## src/rtl/lu_pkg.sv

```systemverilog
package lu_pkg;

  // Number of source operands compared per decoding instruction
  localparam int unsigned NSRC = 2;

  // Pipeline steering bundle produced by the unit
  typedef struct packed {
    logic pc_we;
    logic ifid_we;
    logic ctrl_zero_sel;
    logic ifid_flush;
  } lu_ctrl_t;

endpackage

```

## src/rtl/lu_reg_match.sv

```systemverilog
module lu_reg_match #(
  parameter int unsigned REG_W          = 5,
  parameter bit          ZERO_REG_GUARD = 1'b1
) (
  input  logic [REG_W-1:0] producer,
  input  logic [REG_W-1:0] consumer,
  output logic             hit
);

  logic same_idx;

  assign same_idx = (producer == consumer);

  generate
    if (ZERO_REG_GUARD) begin : g_guard
      // Index zero is hard-wired and never carries a pending value
      assign hit = same_idx && (producer != '0);
    end else begin : g_plain
      assign hit = same_idx;
    end
  endgenerate

endmodule

```

## src/rtl/lu_stall_decide.sv

```systemverilog
module lu_stall_decide
  import lu_pkg::*;
#(
  parameter int unsigned REG_W          = 5,
  parameter bit          ZERO_REG_GUARD = 1'b1
) (
  input  logic                       clk,
  input  logic                       rst,
  input  logic                       ex_is_load,
  input  logic [REG_W-1:0]           ex_dst,
  input  logic [NSRC-1:0][REG_W-1:0] id_srcs,
  output logic                       stall
);

  logic [NSRC-1:0] src_hit;

  generate
    for (genvar s = 0; s < NSRC; s++) begin : g_src
      lu_reg_match #(
        .REG_W         (REG_W),
        .ZERO_REG_GUARD(ZERO_REG_GUARD)
      ) u_match (
        .producer(ex_dst),
        .consumer(id_srcs[s]),
        .hit     (src_hit[s])
      );
    end
  endgenerate

  assign stall = ex_is_load && (|src_hit);

  AST_IDLE_NO_STALL: assert property (@(posedge clk) disable iff (rst)
    !ex_is_load |-> !stall);

  generate
    if (ZERO_REG_GUARD) begin : g_zero_chk
      AST_ZERO_DST_NO_STALL: assert property (@(posedge clk) disable iff (rst)
        (ex_dst == '0) |-> !stall);
    end else begin : g_nozero_chk
      AST_ZERO_DST_STALLS: assert property (@(posedge clk) disable iff (rst)
        (ex_is_load && ex_dst == '0 && id_srcs[0] == '0) |-> stall);
    end
  endgenerate

endmodule

```

## src/rtl/lu_flush_ctrl.sv

```systemverilog
module lu_flush_ctrl
  import lu_pkg::*;
#(
  parameter bit FLUSH_EN = 1'b1
) (
  input  logic     clk,
  input  logic     rst,
  input  logic     stall,
  input  logic     branch_taken,
  output lu_ctrl_t ctrl
);

  logic flush_eff;

  generate
    if (FLUSH_EN) begin : g_flush
      assign flush_eff = branch_taken;
    end else begin : g_noflush
      assign flush_eff = 1'b0;
    end
  endgenerate

  // A redirect overrides the freeze so the new fetch address is taken
  always_comb begin
    ctrl.pc_we         = !stall || flush_eff;
    ctrl.ifid_we       = !stall || flush_eff;
    ctrl.ctrl_zero_sel = stall;
    ctrl.ifid_flush    = flush_eff;
  end

  AST_WE_PAIRED: assert property (@(posedge clk) disable iff (rst)
    ctrl.pc_we == ctrl.ifid_we);

  generate
    if (FLUSH_EN) begin : g_flush_chk
      AST_FLUSH_WINS: assert property (@(posedge clk) disable iff (rst)
        branch_taken |-> (ctrl.ifid_flush && ctrl.pc_we && ctrl.ifid_we));
    end else begin : g_noflush_chk
      AST_FLUSH_ABSENT: assert property (@(posedge clk) disable iff (rst)
        !ctrl.ifid_flush);
      AST_BRANCH_IGNORED: assert property (@(posedge clk) disable iff (rst)
        (branch_taken && stall) |-> (!ctrl.pc_we && !ctrl.ifid_we));
    end
  endgenerate

endmodule

```

## src/rtl/lu_hazard_unit.sv

```systemverilog
module lu_hazard_unit
  import lu_pkg::*;
#(
  parameter int unsigned REG_W          = 5,
  parameter bit          ZERO_REG_GUARD = 1'b1,
  parameter bit          FLUSH_EN       = 1'b1
) (
  input  logic             clk,
  input  logic             rst,
  input  logic             ex_is_load,
  input  logic [REG_W-1:0] ex_dst,
  input  logic [REG_W-1:0] id_src_a,
  input  logic [REG_W-1:0] id_src_b,
  input  logic             branch_taken,
  output logic             pc_we,
  output logic             ifid_we,
  output logic             ctrl_zero_sel,
  output logic             ifid_flush
);

  logic [NSRC-1:0][REG_W-1:0] srcs;
  logic                       stall;
  lu_ctrl_t                   ctrl;

  assign srcs[0] = id_src_a;
  assign srcs[1] = id_src_b;

  lu_stall_decide #(
    .REG_W         (REG_W),
    .ZERO_REG_GUARD(ZERO_REG_GUARD)
  ) u_decide (
    .clk       (clk),
    .rst       (rst),
    .ex_is_load(ex_is_load),
    .ex_dst    (ex_dst),
    .id_srcs   (srcs),
    .stall     (stall)
  );

  lu_flush_ctrl #(
    .FLUSH_EN(FLUSH_EN)
  ) u_flush (
    .clk         (clk),
    .rst         (rst),
    .stall       (stall),
    .branch_taken(branch_taken),
    .ctrl        (ctrl)
  );

  assign pc_we         = ctrl.pc_we;
  assign ifid_we       = ctrl.ifid_we;
  assign ctrl_zero_sel = ctrl.ctrl_zero_sel;
  assign ifid_flush    = ctrl.ifid_flush;

  AST_SRC_A_STALL: assert property (@(posedge clk) disable iff (rst)
    (ex_is_load && !branch_taken && ex_dst == id_src_a &&
     (!ZERO_REG_GUARD || ex_dst != '0)) |-> (!pc_we && !ifid_we && ctrl_zero_sel));

  AST_SRC_B_STALL: assert property (@(posedge clk) disable iff (rst)
    (ex_is_load && !branch_taken && ex_dst == id_src_b &&
     (!ZERO_REG_GUARD || ex_dst != '0)) |-> (!pc_we && !ifid_we && ctrl_zero_sel));

  AST_BUBBLE_UNDER_BRANCH: assert property (@(posedge clk) disable iff (rst)
    (branch_taken && ex_is_load && ex_dst == id_src_a &&
     (!ZERO_REG_GUARD || ex_dst != '0)) |-> ctrl_zero_sel);

endmodule

```

## config.mk

```make
export PLATFORM = sky130hd
export DESIGN_NAME = lu_hazard_unit
export DESIGN_NICKNAME = d
export VERILOG_FILES = /design/src/rtl/lu_pkg.sv /design/src/rtl/lu_reg_match.sv /design/src/rtl/lu_stall_decide.sv /design/src/rtl/lu_flush_ctrl.sv /design/src/rtl/lu_hazard_unit.sv
export SDC_FILE = /design/constraint.sdc
export NUM_CORES = 1
export LEC_CHECK = 0
export BUFFER_PORTS_ARGS = -buffer_cell sky130_fd_sc_hd__buf_4
export CAP_MARGIN = 0
export CORE_AREA = 10 10 47 49
export DETAILED_ROUTE_END_ITERATION = 10
export DIE_AREA = 0 0 57 59
export PLACE_DENSITY = 0.43
export SLEW_MARGIN = 20
export SYNTH_ARGS = -nofsm -noshare
export SYNTH_HDL_FRONTEND = slang
export SYNTH_SLANG_ARGS = --single-unit
```

## constraint.sdc

```tcl
create_clock -name vclk -period 1.1
set_input_delay 0.165 -clock vclk [all_inputs]
set_output_delay 0.165 -clock vclk [all_outputs]
set_load 0.005 [all_outputs]
```

* After elaboration in Yosys (flattened, before gate mapping)
Index checks and enable logic that the tools add are counted.
** Storage, ports and cells
- Register bits :: 0
- Bits in latches :: 0
- Memory bits (writable) :: 0
- Memory bits (read-only) :: 0
- Input bits :: 19
- Output and inout bits :: 4
- Logic and storage cells :: 9
- Memories :: 0
** Cells by class
- Add/sub/neg operators :: 0
- $mul :: 0
- Divide/modulo/power cells :: 0
- Magnitude comparators :: 0
- Equality and inequality tests :: 2
- Shifts and indexed selects :: 0
- Muxes and demuxes :: 0
- Bitwise logic cells :: 0
- Reductions and logical operators :: 7
** Operators by type and width (number)
- $eq 5x5->1 :: 2
- $reduce_bool 5->1 :: 1
- $logic_and 1x1->1 :: 3
- $reduce_or 2->1 :: 1
- $logic_not 1->1 :: 1
- $logic_or 1x1->1 :: 1

* Logic depth before layout (Yosys ltp)
- Word-level depth :: 6
- Mapped depth :: 5
- Mapped depth without buffers :: 4

* By module
From an unflattened synthesis, not the netlist that was laid out.
** Second synthesis, totals
- Cell total of the unflattened synthesis :: 23
- Area total of the unflattened synthesis :: 176.4 sq um
** By module, submodules not included
- lu_reg_match :: times used 2, cells an instance 9, area each 70.1 sq um, seq. area each 0.0 sq um
- lu_flush_ctrl :: times used 1, cells an instance 4, area each 28.8 sq um, seq. area each 0.0 sq um
- lu_stall_decide :: times used 1, cells an instance 1, area each 7.5 sq um, seq. area each 0.0 sq um

* Worst setup path after synthesis
OpenSTA, ideal clock, no wires.
- Kind :: input port to output port
- Start :: input port id_src_b[4]
- End :: output port pc_we
- Arrival time :: 1051 ps
- Required time :: 935 ps
- Path slack :: -116 ps
- Stages :: 5
- Path buffers :: 1
- Cell sequence :: xor2_1 nor3_1 nand3_1 a211o_2 buf_4
** Between the ends
- Word-level cells in the longest chain between the ends :: 6
** RTL lines
- from (decl) :: line lu_hazard_unit.sv:13 : input logic [REG_W-1:0] id_src_b,
- $eq 5x5->1 :: line lu_reg_match.sv:12 : assign same_idx = (producer == consumer);
- $logic_and 1x1->1 :: line lu_reg_match.sv:17 : assign hit = same_idx && (producer != '0);
- $reduce_or 2->1 :: line lu_stall_decide.sv:30 : assign stall = ex_is_load && (|src_hit);
- $logic_and 1x1->1 :: line lu_stall_decide.sv:30
- $logic_not 1->1
- $logic_or 1x1->1
- to (decl) :: line lu_hazard_unit.sv:15 : output logic pc_we,
Every way passes these cells.

* Worst setup path in the final report
- Start :: input port id_src_b[2]
- End :: output port ifid_we
** Between the ends
- Word-level cells in the longest chain between the ends :: 6
** RTL lines
- $eq 5x5->1 :: line lu_reg_match.sv:12
- $logic_and 1x1->1 :: line lu_reg_match.sv:17
- $reduce_or 2->1 :: line lu_stall_decide.sv:30
- $logic_and 1x1->1 :: line lu_stall_decide.sv:30
- $logic_not 1->1 :: line lu_flush_ctrl.sv:26 : ctrl.ifid_we = !stall || flush_eff;
- $logic_or 1x1->1 :: line lu_flush_ctrl.sv:26
- to (decl) :: line lu_hazard_unit.sv:16 : output logic ifid_we,
Every way passes these cells.

==> flow_summary.ini <==
[worst_setup_path]
startpoint = id_src_b[2]
required_ps = 940
slowest_stage = a211o_2
critPathMaxStageDelay_ps = 380
cp_common_cell = buf_6
critPathMaxFanout = 2
path_cells = buf_6, xor2_1, nor3_2, nand3_1, a211o_2, buf_6
critPathCapture = ifid_we
cp-start-kind = input pin
end_kind = output port
cp.arrival_ps = 1210
critPathKind = input pin to output port

[sta]
hold_viol = 0
rsz0062_at_grt = yes
fmax_ghz = 0.730
layout_setup_ws_ps = -270
worstMarginPinSlew_ps = 195
slew_headroom = 0.870
setup_viol = 3
drv_slew = 0
period_share = 1.25
holdWs_ps = 511
fin_crit_ps = 1370

[pwr]
cellPowerDensity_nw_per_um2 = 328
ir_drop_v = 0.000120
p_leak_nw = 0.182

[place]
dp_cells = 57
place_area_um2 = 332
io_buffers = 21
place_congestion = 0.666
hpwlAfterDp_um = 620

[grt]
grt_pass1_vias = 268
grt_overflow_total = 0
antenna_found_initial = 0
grt_max_degree = 4
grt_first_pass_wirelength_um = 1130
gr-usage-all-layers = 0.0380

[synthesis]
synth_nets = 39
ys_types = 9
postSynthAreaPerCell_um2 = 7.69
yosysSeqAreaShare = 0
synthCells = 20
synth_warnings = 0
synthesis.area_um2 = 154

[final_layout]
fin_cells = 60
nets = 65
layout-drive-gt1-share = 0.705
nClkBuffers = 0
nFlopsAndLatches = 0
finish.instance_area_um2 = 408
fillers = 174
area_growth_pct = 165
antenna_cells = 0
area.sequential_um2 = 0

[routing]
wire_per_inst_um = 11.3
viasPerCell = 3.73
dr.pass1.iters = 1
drt_iter0_drc = 0
routed_wirelength_um = 676
drc_errors = 0
vias = 224
final_antenna_net_count = 0

[hold_path]
hold_path.class = input pin to output port
min_from = branch_taken

[die]
start_util = 0.110
die_h_um = 59
dieWidth_um = 57
die_area_um2 = 3360
ios = 23
core_um2 = 1400
rows = 14

[flow_run]
drv_cap = 0

[run_status]
violations = setup timing
status = complete, but fails checks
## timing repair
action	4_1_cts	5_1_grt
resized for setup	10	3
setup buffers	3	0
setup endpoints to repair	3	3
pin swaps	9	2
hold buffers	0	0
## worst max-delay path: cells and delay by family
family,cells,cell delay [ps]
compound gates,1,380
buf+inv,2,210
xor+xnor,1,150
simple gates,2,290
## placed cells by master (no fill, tap or decap)
master and count:
o21ai_4 1, xor2_1 6, a21oi_2 1, a211o_2 1, buf_4 19, buf_6 5, nor3_2 1, buf_8 2
or4_4 1, nor3_1 1, xnor2_1 4, nand3_1 2
## metrics by stage
step / util / setup TNS, ps / power (mW) / setup WS, ps
6_report: 0.291 / -727 / 0.134 / -270
3_5_place_dp: 0.237 / -890 / 0.112 / -329
2_1_floorplan: - / -134 / 0.0406 / -116
3_3_place_gp: 0.237 / -843 / 0.111 / -304
4_1_cts: 0.282 / -843 / 0.130 / -313
5_1_grt: 0.291 / -899 / 0.146 / -335
## cells in the mapped netlist
library cell	number	area, um^2
xor2_1	6	52.6
xnor2_1	4	35.0
buf_4	2	15.0
nand3_1	2	10.0
nor3_1	2	10.0
a211o_2	1	10.0
a21oi_1	1	5.00
o21ai_2	1	8.76
or4_1	1	7.51
## area by class of cell
type,count,area [um^2],share of cell area
multi-input combinational,18,159,0.390
timing repair buffer,26,229,0.561
tap,16,20.0,0.0491
## routing by layer
| metal | vias to the layer above | track usage | wire [um] |
|---|---|---|---|
| met3 | 0 | 0.00644 | 46 |
| met2 | 16 | 0.0605 | 254 |
| met5 | - | 0 | 0 |
| li1 | 116 | - | - |
| met4 | 0 | 0 | 0 |
| met1 | 92 | 0.0544 | 376 |
## worst min-delay path by stage
stage / end / slack, ps / cells past startpoint
global route: ifid_flush / 530 / 2
detailed placement: ifid_flush / 520 / 2
floorplan: ifid_flush / 410 / 1
finish: ifid_flush / 510 / 2
CTS: ifid_flush / 510 / 2
global placement: ifid_flush / 510 / 2
## where the power goes
| group | total (mW) | internal [mW] | leakage, nW | switching (mW) |
|---|---|---|---|---|
| registers | 0 | 0 | 0 | 0 |
| clock network | 0 | 0 | 0 | 0 |
| logic | 0.134 | 0.0889 | 0.182 | 0.0447 |
| total | 0.134 | 0.0889 | 0.182 | 0.0447 |
## cells by family after synthesis
family / synth area share
AND/OR/NAND/NOR: 0.179
XOR/XNOR: 0.569
buffers and inverters: 0.0975
AO/OA/AOI/OAI: 0.154
Power figures use the tool's default switching activity.
